===== src/rtl/eth_tx_pkg.sv =====
// Shared types and constants for the frame transmit engine.
// Assumes a byte-wide datapath and the reflected CRC-32 used by Ethernet.
package eth_tx_pkg;

    typedef enum logic [2:0] {
        ST_IDLE,
        ST_PRE,
        ST_DATA,
        ST_PAUSE,
        ST_PAD,
        ST_FCS,
        ST_GAP
    } tx_state_t;

    localparam logic [7:0]  PRE_BYTE  = 8'h55;
    localparam logic [7:0]  SFD_BYTE  = 8'hD5;
    localparam logic [31:0] CRC_REFL  = 32'hEDB88320;
    localparam logic [31:0] CRC_SEED  = 32'hFFFF_FFFF;

    // Advance a reflected CRC-32 by one byte, least significant bit first.
    function automatic logic [31:0] crc32_step(input logic [31:0] c, input logic [7:0] d);
        logic [31:0] r;
        r = c ^ {24'h000000, d};
        for (int i = 0; i < 8; i++) begin
            r = r[0] ? ((r >> 1) ^ CRC_REFL) : (r >> 1);
        end
        return r;
    endfunction

endpackage


===== src/rtl/eth_tx_crc32.sv =====
// Running CRC-32 register for the frame check sequence.
// Assumes init and en are never high together with different intent: init wins.
module eth_tx_crc32 (
    input  logic        clk,
    input  logic        rst_n,
    input  logic        init,
    input  logic        en,
    input  logic [7:0]  din,
    output logic [31:0] crc_q
);
    import eth_tx_pkg::*;

    // Preset on init, fold one byte per enabled cycle.
    always_ff @(posedge clk) begin
        if (!rst_n || init) begin
            crc_q <= CRC_SEED;
        end else if (en) begin
            crc_q <= crc32_step(crc_q, din);
        end
    end

    // the remainder only moves when a byte is folded in.
    a_r3_crc_holds: assert property (@(posedge clk) disable iff (!rst_n)
        (!init && !en) |=> $stable(crc_q));

endmodule


===== src/rtl/eth_tx_gap_timer.sv =====
// Down-counter that times the idle spacing after a frame.
// Assumes IFG_BYTES >= 2; done is high whenever no gap is running.
module eth_tx_gap_timer #(
    parameter int IFG_BYTES = 12
) (
    input  logic clk,
    input  logic rst_n,
    input  logic load,
    output logic done
);
    localparam int GW = $clog2(IFG_BYTES + 1);

    logic [GW-1:0] remain;

    // Load the gap length, then count down to zero.
    always_ff @(posedge clk) begin
        if (!rst_n) begin
            remain <= '0;
        end else if (load) begin
            remain <= GW'(IFG_BYTES - 1);
        end else if (remain != '0) begin
            remain <= remain - GW'(1);
        end
    end

    assign done = (remain == '0);

    // a freshly loaded gap is never reported finished at once.
    a_r4_load_blocks_done: assert property (@(posedge clk) disable iff (!rst_n)
        load |=> !done);

endmodule


===== src/rtl/eth_tx_pause_gen.sv =====
// Byte generator for a pause control frame, indexed from the first byte after
// the delimiter. Assumes the caller stops at the minimum payload length.
module eth_tx_pause_gen #(
    parameter int IDX_W = 6
) (
    input  logic [IDX_W-1:0] idx,
    input  logic [47:0]      station_addr,
    input  logic [15:0]      quanta,
    output logic [7:0]       pbyte
);
    int unsigned k;

    // Map byte position to destination, source, type, opcode, quanta or zero fill.
    always_comb begin
        k = 32'(idx);
        case (k)
            0:  pbyte = 8'h01;
            1:  pbyte = 8'h80;
            2:  pbyte = 8'hC2;
            3:  pbyte = 8'h00;
            4:  pbyte = 8'h00;
            5:  pbyte = 8'h01;
            6:  pbyte = station_addr[47:40];
            7:  pbyte = station_addr[39:32];
            8:  pbyte = station_addr[31:24];
            9:  pbyte = station_addr[23:16];
            10: pbyte = station_addr[15:8];
            11: pbyte = station_addr[7:0];
            12: pbyte = 8'h88;
            13: pbyte = 8'h08;
            14: pbyte = 8'h00;
            15: pbyte = 8'h01;
            16: pbyte = quanta[15:8];
            17: pbyte = quanta[7:0];
            default: pbyte = 8'h00;
        endcase
    end

endmodule


===== src/rtl/eth_tx_engine.sv =====
// Frame transmit engine: preamble, client data or pause payload, zero padding,
// CRC-32 check bytes and the inter-frame gap, sequenced by one state machine.
// Assumes the client supplies a byte every cycle of the data phase (or flags
// an underrun), and that pause requests are single-cycle pulses.
module eth_tx_engine #(
    parameter int IFG_BYTES = 12,
    parameter int MIN_DATA  = 60,
    parameter int PRE_LEN   = 7
) (
    input  logic        clk,
    input  logic        rst_n,
    input  logic [7:0]  tx_data,
    input  logic        tx_valid,
    input  logic        tx_last,
    input  logic        tx_underrun,
    output logic        tx_ack,
    input  logic        pause_req,
    input  logic [15:0] pause_quanta,
    input  logic [47:0] station_addr,
    output logic [7:0]  gmii_txd,
    output logic        gmii_tx_en,
    output logic        gmii_tx_er
);
    import eth_tx_pkg::*;

    localparam int CNT_W  = $clog2(MIN_DATA + 1);
    localparam int AUX_W  = $clog2(PRE_LEN + 1);
    localparam int IFG_W  = $clog2(IFG_BYTES + 1);
    localparam logic [CNT_W-1:0] LAST_IDX = CNT_W'(MIN_DATA - 1);

    tx_state_t        state, state_d;
    logic [AUX_W-1:0] aux, aux_d;
    logic [CNT_W-1:0] cnt, cnt_d, cnt_step;
    logic             corrupt, corrupt_d;
    logic             is_pause, is_pause_d;
    logic             pause_pend;
    logic [15:0]      quanta_q, frame_quanta;

    logic [7:0]  byte_d;
    logic        en_d, er_d;
    logic        crc_init, crc_en, gap_load, gap_done, pause_take, ack_c;
    logic [31:0] crc_q;
    logic [7:0]  pause_byte;
    logic [7:0]  fcs_byte;

    eth_tx_crc32 u_crc (
        .clk   (clk),
        .rst_n (rst_n),
        .init  (crc_init),
        .en    (crc_en),
        .din   (byte_d),
        .crc_q (crc_q)
    );

    eth_tx_gap_timer #(.IFG_BYTES(IFG_BYTES)) u_gap (
        .clk   (clk),
        .rst_n (rst_n),
        .load  (gap_load),
        .done  (gap_done)
    );

    eth_tx_pause_gen #(.IDX_W(CNT_W)) u_pause (
        .idx          (cnt),
        .station_addr (station_addr),
        .quanta       (frame_quanta),
        .pbyte        (pause_byte)
    );

    // Payload counter saturates at the minimum length.
    assign cnt_step = (cnt < CNT_W'(MIN_DATA)) ? cnt + CNT_W'(1) : cnt;
    // Check bytes go out inverted, lowest byte first.
    assign fcs_byte = ~crc_q[8*aux[1:0] +: 8];

    // Next-state, next line byte and sub-block controls.
    always_comb begin
        state_d    = state;
        aux_d      = aux;
        cnt_d      = cnt;
        corrupt_d  = corrupt;
        is_pause_d = is_pause;
        byte_d     = 8'h00;
        en_d       = 1'b0;
        er_d       = 1'b0;
        crc_init   = 1'b0;
        crc_en     = 1'b0;
        gap_load   = 1'b0;
        pause_take = 1'b0;
        ack_c      = 1'b0;
        unique case (state)
            ST_IDLE: begin
                if (pause_pend || tx_valid) begin
                    pause_take = pause_pend;
                    is_pause_d = pause_pend;
                    byte_d     = PRE_BYTE;
                    en_d       = 1'b1;
                    aux_d      = AUX_W'(1);
                    cnt_d      = '0;
                    corrupt_d  = 1'b0;
                    crc_init   = 1'b1;
                    state_d    = ST_PRE;
                end
            end
            ST_PRE: begin
                en_d  = 1'b1;
                aux_d = aux + AUX_W'(1);
                if (aux == AUX_W'(PRE_LEN)) begin
                    byte_d  = SFD_BYTE;
                    state_d = is_pause ? ST_PAUSE : ST_DATA;
                end else begin
                    byte_d = PRE_BYTE;
                end
            end
            ST_DATA: begin
                en_d   = 1'b1;
                crc_en = 1'b1;
                cnt_d  = cnt_step;
                if (tx_underrun) begin
                    byte_d    = 8'h00;
                    er_d      = 1'b1;
                    corrupt_d = 1'b1;
                end else begin
                    byte_d = tx_data;
                    ack_c  = 1'b1;
                end
                if (tx_underrun || tx_last) begin
                    aux_d   = '0;
                    state_d = (cnt >= LAST_IDX) ? ST_FCS : ST_PAD;
                end
            end
            ST_PAD: begin
                en_d   = 1'b1;
                er_d   = corrupt;
                crc_en = 1'b1;
                cnt_d  = cnt_step;
                if (cnt == LAST_IDX) begin
                    aux_d   = '0;
                    state_d = ST_FCS;
                end
            end
            ST_PAUSE: begin
                en_d   = 1'b1;
                byte_d = pause_byte;
                crc_en = 1'b1;
                cnt_d  = cnt_step;
                if (cnt == LAST_IDX) begin
                    aux_d   = '0;
                    state_d = ST_FCS;
                end
            end
            ST_FCS: begin
                en_d   = 1'b1;
                er_d   = corrupt;
                byte_d = fcs_byte;
                aux_d  = aux + AUX_W'(1);
                if (aux == AUX_W'(3)) begin
                    gap_load = 1'b1;
                    state_d  = ST_GAP;
                end
            end
            ST_GAP: begin
                if (gap_done) state_d = ST_IDLE;
            end
            default: state_d = ST_IDLE;
        endcase
    end

    assign tx_ack = ack_c;

    // State registers and registered line outputs.
    always_ff @(posedge clk) begin
        if (!rst_n) begin
            state      <= ST_IDLE;
            aux        <= '0;
            cnt        <= '0;
            corrupt    <= 1'b0;
            is_pause   <= 1'b0;
            gmii_txd   <= 8'h00;
            gmii_tx_en <= 1'b0;
            gmii_tx_er <= 1'b0;
        end else begin
            state      <= state_d;
            aux        <= aux_d;
            cnt        <= cnt_d;
            corrupt    <= corrupt_d;
            is_pause   <= is_pause_d;
            gmii_txd   <= byte_d;
            gmii_tx_en <= en_d;
            gmii_tx_er <= er_d;
        end
    end

    // Latch pause requests; freeze the quanta when a pause frame starts.
    always_ff @(posedge clk) begin
        if (!rst_n) begin
            pause_pend   <= 1'b0;
            quanta_q     <= 16'h0000;
            frame_quanta <= 16'h0000;
        end else begin
            if (pause_take) begin
                frame_quanta <= quanta_q;
                pause_pend   <= 1'b0;
            end
            if (pause_req) begin
                pause_pend <= 1'b1;
                quanta_q   <= pause_quanta;
            end
        end
    end

    // Idle-run counter used only by the gap assertion below.
    logic [IFG_W-1:0] idle_run;
    always_ff @(posedge clk) begin
        if (!rst_n) begin
            idle_run <= IFG_W'(IFG_BYTES);
        end else if (gmii_tx_en) begin
            idle_run <= '0;
        end else if (idle_run < IFG_W'(IFG_BYTES)) begin
            idle_run <= idle_run + IFG_W'(1);
        end
    end

    // a new frame starts only after the full idle spacing.
    a_r4_min_gap: assert property (@(posedge clk) disable iff (!rst_n)
        $rose(gmii_tx_en) |-> (idle_run >= IFG_W'(IFG_BYTES)));

    // every frame opens with a preamble byte.
    a_r1_opens_with_preamble: assert property (@(posedge clk) disable iff (!rst_n)
        $rose(gmii_tx_en) |-> (gmii_txd == PRE_BYTE));

    // once a frame is poisoned the error strobe stays up until it ends.
    a_r5_error_held: assert property (@(posedge clk) disable iff (!rst_n)
        (gmii_tx_en && gmii_tx_er) |=> (!gmii_tx_en || gmii_tx_er));

    // the error strobe never appears outside a frame.
    a_r2_er_inside_frame: assert property (@(posedge clk) disable iff (!rst_n)
        gmii_tx_er |-> gmii_tx_en);

    // client bytes are only taken while a frame is already on the line.
    a_r8_ack_in_frame: assert property (@(posedge clk) disable iff (!rst_n)
        tx_ack |-> gmii_tx_en);

endmodule


===== config.mk =====
export PLATFORM = sky130hd
export DESIGN_NAME = eth_tx_engine
export DESIGN_NICKNAME = d
export VERILOG_FILES = /design/src/rtl/eth_tx_pkg.sv /design/src/rtl/eth_tx_crc32.sv /design/src/rtl/eth_tx_gap_timer.sv /design/src/rtl/eth_tx_pause_gen.sv /design/src/rtl/eth_tx_engine.sv
export SDC_FILE = /design/constraint.sdc
export NUM_CORES = 1
export LEC_CHECK = 0
export ABC_AREA = 1
export BUFFER_PORTS_ARGS = -buffer_cell sky130_fd_sc_hd__buf_2
export CAP_MARGIN = 15
export CORE_AREA = 4 4 102 104
export DETAILED_ROUTE_END_ITERATION = 12
export DIE_AREA = 0 0 106 108
export PLACE_DENSITY = 0.85
export SYNTH_ARGS = -nofsm -noshare
export SYNTH_HDL_FRONTEND = slang
export SYNTH_SLANG_ARGS = --single-unit

===== constraint.sdc =====
create_clock -name clk -period 4.2 [get_ports clk]
set_input_delay 0.21 -clock clk [delete_from_list [all_inputs] [get_ports clk]]
set_output_delay 0.21 -clock clk [all_outputs]
set_load 0.01 [all_outputs]

==> After elaboration in Yosys (flattened, before gate mapping) <==
Index checks and enable logic that the tools add are counted.
{ "word_totals": {"regBits": 93, "in_bits": 78, "elab_cells": 134} }
{ "op_classes": {"add_sub_neg": 3, "magnitude_cmp": 2, "eq_ne": 31, "shifts": 1, "n_mux": 47, "bitwise": 11, "reduce_logical": 25} }
{ "op_table": {"columns": ["op", "n"], "rows": [
  ["32-bit 2-to-1 mux", 8],
  ["13-bit NOT with 14-bit output", 8],
  ["8-bit case mux with 13 select lines", 1],
  ["6-bit by 4-bit equality test with 1-bit output (second input constant)", 7],
  ["8-bit case mux with 5 select lines", 1],
  ["32-bit by 6-bit variable part select with 8-bit output", 1],
  ["32-bit by 8-bit XOR with 32-bit output", 1],
  ["3-bit 2-to-1 mux", 8],
  ["6-bit by 3-bit equality test with 1-bit output (second input constant)", 3],
  ["3-bit case mux with 6 select lines", 1],
  ["1-bit 2-to-1 mux", 16],
  ["8-bit 2-to-1 mux", 2],
  ["3-bit equality test (second input constant)", 4],
  ["6-bit by 5-bit equality test with 1-bit output (second input constant)", 2],
  ["6-bit 2-to-1 mux", 2],
  ["2-bit != test (second input constant)", 6],
  ["3-bit case mux with 4 select lines", 1],
  ["6-bit case mux with 2 select lines", 1],
  ["3-bit by 2-bit equality test with 1-bit output (second input constant)", 3],
  ["4-bit 2-to-1 mux", 2],
  ["8-bit NOT", 1],
  ["2-bit nonzero test", 4],
  ["4-bit nonzero test", 2],
  ["2-bit OR reduction", 4],
  ["other kinds (24)", 31]
]} }

==> Depth between registers and ports, before layout <==
{ "logic_depth": {"depth_word": 21, "depth_mapped": 21, "mapped_depth_nobuf": 21} }

==> Hierarchy <==
From an unflattened synthesis, not the netlist that was laid out.
{ "hier_totals": {"hier_cells": 1022, "hier_area_um2": 6247.2} }
{ "by_module_without_submodules": {"columns": ["mod", "instances", "cells_per_inst", "area_each_um2", "seq_area_each_um2"], "rows": [
  ["eth_tx_engine", 1, 416, 2819.0, 1141.1],
  ["eth_tx_crc32", 1, 405, 2473.6, 640.6],
  ["eth_tx_pause_gen", 1, 177, 780.7, 0.0],
  ["eth_tx_gap_timer", 1, 24, 173.9, 80.1]
]} }

==> Worst setup path after synthesis <==
Ideal clock, no wire load.
{ "synth_path": {"path_type": "flip-flop to flip-flop", "from": "register cnt[0]", "to": "register u_crc.crc_q[29]", "t_arrival_ps": 2116, "required_ps": 4081, "path_slack_ps": 1965, "stages_incl_launch_ff": 20, "n_path_buf": 2, "synth_period_minus_slack_ps": 2235, "path_cell_list": "dfxtp_1 > inv_1 > ha_1 > clkbuf_1 > nand4_1 > nand2_1 > nor2_1 > nand3_1 > nand2_1 > nand2_1 > nand2_1 > nand2_1 > buf_6 > nand2_1 > nand2_1 > nand2_1 > nand2_2 > inv_2 > o21ai_0 > nand2_1"} }
{ "synth_between": {"elab_chain_len": 15, "elab_cells_between_ends": 31} }
{ "synth_rtl": {"columns": ["element", "line_no", "source"], "rows": [
  ["start: declaration", "eth_tx_engine.sv:33", "logic [CNT_W-1:0] cnt, cnt_d, cnt_step;"],
  ["start signal: assignment", "eth_tx_engine.sv:183", "cnt <= cnt_d;"],
  ["6-bit by 3-bit equality test with 1-bit output (tied with other cells)", "eth_tx_pause_gen.sv:16", "case (k)"],
  ["3-bit OR reduction (no line)", null, null],
  ["8-bit case mux with 13 select lines *", "eth_tx_pause_gen.sv:16", null],
  ["8-bit case mux with 5 select lines *", "eth_tx_engine.sv:89", "unique case (state)"],
  ["32-bit by 8-bit XOR with 32-bit output *", "eth_tx_pkg.sv:23", "r = c ^ {24'h000000, d};"],
  ["13-bit NOT with 14-bit output (no line) / 32-bit 2-to-1 mux (equally long branches)", null, null],
  ["32-bit 2-to-1 mux * (7 in series)", "eth_tx_pkg.sv:25", "r = r[0] ? ((r >> 1) ^ CRC_REFL) : (r >> 1);"],
  ["13-bit NOT with 14-bit output (no line)", null, null],
  ["32-bit 2-to-1 mux *", "eth_tx_pkg.sv:25", null],
  ["end signal: assignment", "eth_tx_crc32.sv:18", "crc_q <= crc32_step(crc_q, din);"],
  ["end: declaration", "eth_tx_crc32.sv:9", "output logic [31:0] crc_q"]
]} }
Mark *: on every way between the ends. The rest lies on a longest branch, timed or not.
A chain may end at the register's enable or synchronous reset.

==> Worst setup path after layout <==
{ "layout_path": {"from": "register cnt[0]", "to": "register u_crc.crc_q[23]"} }
{ "layout_between": {"elab_chain_len": 18, "elab_cells_between_ends": 33} }
{ "layout_rtl": {"columns": ["element", "line_no"], "rows": [
  ["6-bit by 3-bit equality test with 1-bit output (tied with other cells)", "eth_tx_pause_gen.sv:16"],
  ["3-bit OR reduction (no line)", null],
  ["8-bit case mux with 13 select lines *", "eth_tx_pause_gen.sv:16"],
  ["8-bit case mux with 5 select lines *", "eth_tx_engine.sv:89"],
  ["32-bit by 8-bit XOR with 32-bit output *", "eth_tx_pkg.sv:23"],
  ["32-bit 2-to-1 mux *", "eth_tx_pkg.sv:25"],
  ["13-bit NOT with 14-bit output (no line)", null],
  ["32-bit 2-to-1 mux * (2 in series)", "eth_tx_pkg.sv:25"],
  ["13-bit NOT with 14-bit output (no line)", null],
  ["32-bit 2-to-1 mux *", "eth_tx_pkg.sv:25"],
  ["13-bit NOT with 14-bit output (no line)", null],
  ["32-bit 2-to-1 mux * (2 in series)", "eth_tx_pkg.sv:25"],
  ["13-bit NOT with 14-bit output (no line)", null],
  ["32-bit 2-to-1 mux *", "eth_tx_pkg.sv:25"],
  ["13-bit NOT with 14-bit output (no line)", null],
  ["32-bit 2-to-1 mux *", "eth_tx_pkg.sv:25"]
]} }
Marks and branches as above.

==> results.md <==
- Root Buffer: clkbuf_8
- R2R depth: 18
- Total global-route track usage: 0.2958
- Post-Syn Instances: just over 900
- Startpoint Class: register
- Status: completed
- Hold WS: approximately 0.042 ns
- Largest family of logic cells by synthesized area: simple AND/OR/NAND/NOR gates
- Io pins: 89
- Crit path DAT: 3.69 ns
- Routed WL per cell: roughly 15 µm
- Post-synth EDFFs: 0
- TritonCTS clock tree: done
- Crit path kind: reg2reg
- RePlAce Congestion: between 0.9 and 1
- Total Wirelength: 16.63 mm
- Worst R2R Setup Slack: 0.83 ns
- Congestion Overflow GR: 0
- Initial Utilization: 0.6067
- Clk buf depth: 2
- Post-Route Setup TNS: 0 ns
- Resized Gates After CTS: 0
- Period minus WS final: 3.367 ns
- Endpoints failing hold: 0
- Crit path capture: u_crc.crc_q[23]$_SDFFE_PP1N_
- Mux contribution to synthesized area: 0
- Num rows: 36
- CTS buffer count: 9
- CTS clk-pin slew, worst paths: 0.10 ns
- Area Overhead vs Synth: 11.58%
- CP max-delay cell: ha_1
- Crit path cell chain: inv_1 > ha_1 > inv_1 > nor2_2 > nand3_1 > nand2_1 > nor2_1 > nand3_1 > nand2_1 > nand3_1 > nand2_1 > nand2_1 > nand2_1 > nand2_1 > nand2_1 > nor2_1 > nand3_1 > nand3_1
- Number of distinct library cells after synthesis: 40
- Pwr per Cell Area: 787.1 mW/mm²
- Mapped Area: 0.005793 mm²
- Slew HR: 0.2921
- Worst reg2reg path endpoint: u_crc.crc_q[23]$_SDFFE_PP1N_
- CP Capture Type: register
- Peak Freq: between 200 and 300 MHz
- Via count: 6401
- Top Family by Delay on Critical Path: simple AND/OR/NAND/NOR gates
- Inst Count DP: 1116
- Unrepaired setup endpoints after global routing: no
- Setup Skew: 0.01320 ns
- Initial DRC count: 475
- Antenna-violating nets left: 0
- Yosys reg bits: 93
- Hold Path Class: in2reg
- Worst EP required: 4.52 ns
- Filler Cell Count: 927
- Seq/Total Area, Yosys: 0.3214
- P_leak: roughly 3.1 nW
- First-pass GRT wire length: ~28 mm
- Setup violations, final: 0
- Antenna violations before repair: 0
- Share of cells above drive strength 1: 0.1401
- Crit path buffers/inverters: 2
- CP Depth: 18
- DRT Pass-1 Iters: 5
- Post-Layout Cell Count: 1132
- Ant diodes: 0
- Number of global-route vias before repair: 5691
- Final worst-path cycle share: 0.8017
- Syn Nets: 1015
- Die X: 106 µm
- Port-buffer cells: 88
- Largest net degree at the start of global routing: 39
- Worst VDD drop: just under 0.5 mV
- Die Ht: 108 µm
- Simple logic cell fraction of the synthesized area: 0.3745
- Most used cell, CP: nand2_1
- Post-synthesis compound-gate area fraction: 0.1721
- Max Slew Vio Count: 0
- CTS Sinks: 93
- Die area: approximately 0.011 mm²
- Crit path max fanout: 13
- Synth async-reset ratio: 0
- Dpl hpwl: 12.23 mm
- Vias/cell: 5.655
- Worst-skew pair later-pin latency: 0.38 ns
- XOR/XNOR Fraction of Synth Area: 0.02700
- Yosys warns: 0
- H-tree levels: 3
- Max Cap Viol: 0
- Syn_area_per_cell: 6.229 µm²
- Core area: 0.009549 mm²
- Post-CTS Repair Setup Buffers: 0
- R2r startpoint: cnt[0]$_SDFFE_PN0P_
- Final-stage net count: 1079
- Tightest Pin Transition: 1.061 ns
- CTS Hold Bufs: 0
- Synth Flop Type: dfxtp_1
- Design Power: 5.088 mW
- CP peak stage delay: about 0.44 ns
- Remaining DRCs: 0
- Synth Area in Adders: 0.01512
- CP Launch Point: cnt[0]$_SDFFE_PN0P_
==> worst register-to-register path, cell delays in order (launching register included) <==
cell and delay [ns]:
dfxtp_1 0.34, inv_1 0.14, ha_1 0.44, inv_1 0.12
nor2_2 0.29, nand3_1 0.12, nand2_1 0.10, nor2_1 0.04
nand3_1 0.08, nand2_1 0.10, nand3_1 0.14, nand2_1 0.33
nand2_1 0.17, nand2_1 0.19, nand2_1 0.18, nand2_1 0.09
nor2_1 0.22, nand3_1 0.11, nand3_1 0.08
==> cells by family (layout without fill, tap and decap cells) <==
family	Yosys count	after routing
xor+xnor	17	17
flops	93	93
buf+inv	127	196
compound gates	188	188
simple gates	498	498
fa+ha+maj	7	7
==> worst min-delay path by stage <==
stage	start	depth (start not counted)	to
6_report	pause_quanta[1]	3	quanta_q[1]$_SDFFE_PN0P_
5_1_grt	pause_quanta[6]	3	quanta_q[6]$_SDFFE_PN0P_
4_1_cts	pause_quanta[1]	3	quanta_q[1]$_SDFFE_PN0P_
3_5_place_dp	pause_quanta[3]	3	quanta_q[3]$_SDFFE_PN0P_
3_3_place_gp	pause_quanta[13]	3	quanta_q[13]$_SDFFE_PN0P_
2_1_floorplan	pause_quanta[15]	2	quanta_q[15]$_SDFFE_PN0P_
==> stage by stage <==
stage	worst slack [ns]	area, µm²	utilization
3_5_place_dp	0.9301	6246	0.6541
2_1_floorplan	1.965	5793	-
6_report	0.8330	6464	0.6769
4_1_cts	0.8883	6464	0.6769
5_1_grt	0.4967	6464	0.6769
3_3_place_gp	0.9760	6246	0.6541
==> synthesized netlist by cell type, types with 5 or more instances <==
master / instances / area share
dfxtp_1: 93 / 0.32
clkbuf_1: 23 / 0.015
a21oi_1: 82 / 0.071
o211ai_1: 5 / 0.0065
buf_2: 8 / 0.0069
nand3_1: 102 / 0.088
inv_1: 79 / 0.051
nand4_1: 32 / 0.035
o21ai_0: 80 / 0.069
inv_2: 7 / 0.0045
nand2_2: 8 / 0.0086
o21ai_1: 5 / 0.0043
nor2_1: 97 / 0.063
xor2_1: 15 / 0.023
nand2_1: 242 / 0.16
ha_1: 7 / 0.015
==> flip-flops by register name, indices dropped and copies added, names as in the netlist <==
register      flops
aux               3
u_gap.remain      4
corrupt           1
state             3
pause_pend        1
is_pause          1
u_crc.crc_q      32
gmii_tx_en        1
quanta_q         16
gmii_txd          8
frame_quanta     16
cnt               6
gmii_tx_er        1
==> layout make-up <==
cell class              count  area (µm²)  share of cell area
multi-input cells         710        3413              0.5281
flip-flops and latches     93        1862              0.2880
repair buffers             93       478.0             0.07394
inverters                  87       326.6             0.05052
well taps                 133       166.4             0.02575
clock buffers               9       123.9             0.01916
clock inverters             7       93.84             0.01452
==> cells in the final DEF (no fill, tap or decap), types with 2 or more instances in the layout <==
cell type,count
nor3_2,2
nor3b_2,2
buf_4,5
nand3_1,102
a31oi_1,3
xor2_1,15
o211ai_1,5
buf_2,88
inv_2,7
nor2_2,5
o21ai_1,5
nor2_4,3
dfxtp_1,93
ha_1,7
a21oi_1,82
nor2_1,96
clkbuf_8,9
nand4_1,32
o221ai_1,2
nor3_1,4
o21ai_0,80
nand2_1,242
nand2_2,8
inv_8,2
a211oi_1,3
inv_1,79
==> where the power goes <==
part           internal, mW  switching [mW]  total, mW
sequential             1.10           0.223       1.33
clock                 0.291           0.365      0.656
combinational         0.930            2.17       3.10
total                  2.33            2.76       5.09
==> layer usage <==
layer	share of wire	global-route usage
met5	0	0
met4	0.019	0.09343
met3	0.094	0.05433
met2	0.44	0.4617
met1	0.44	0.4168
No activity file was read; power rests on OpenSTA's default activity.
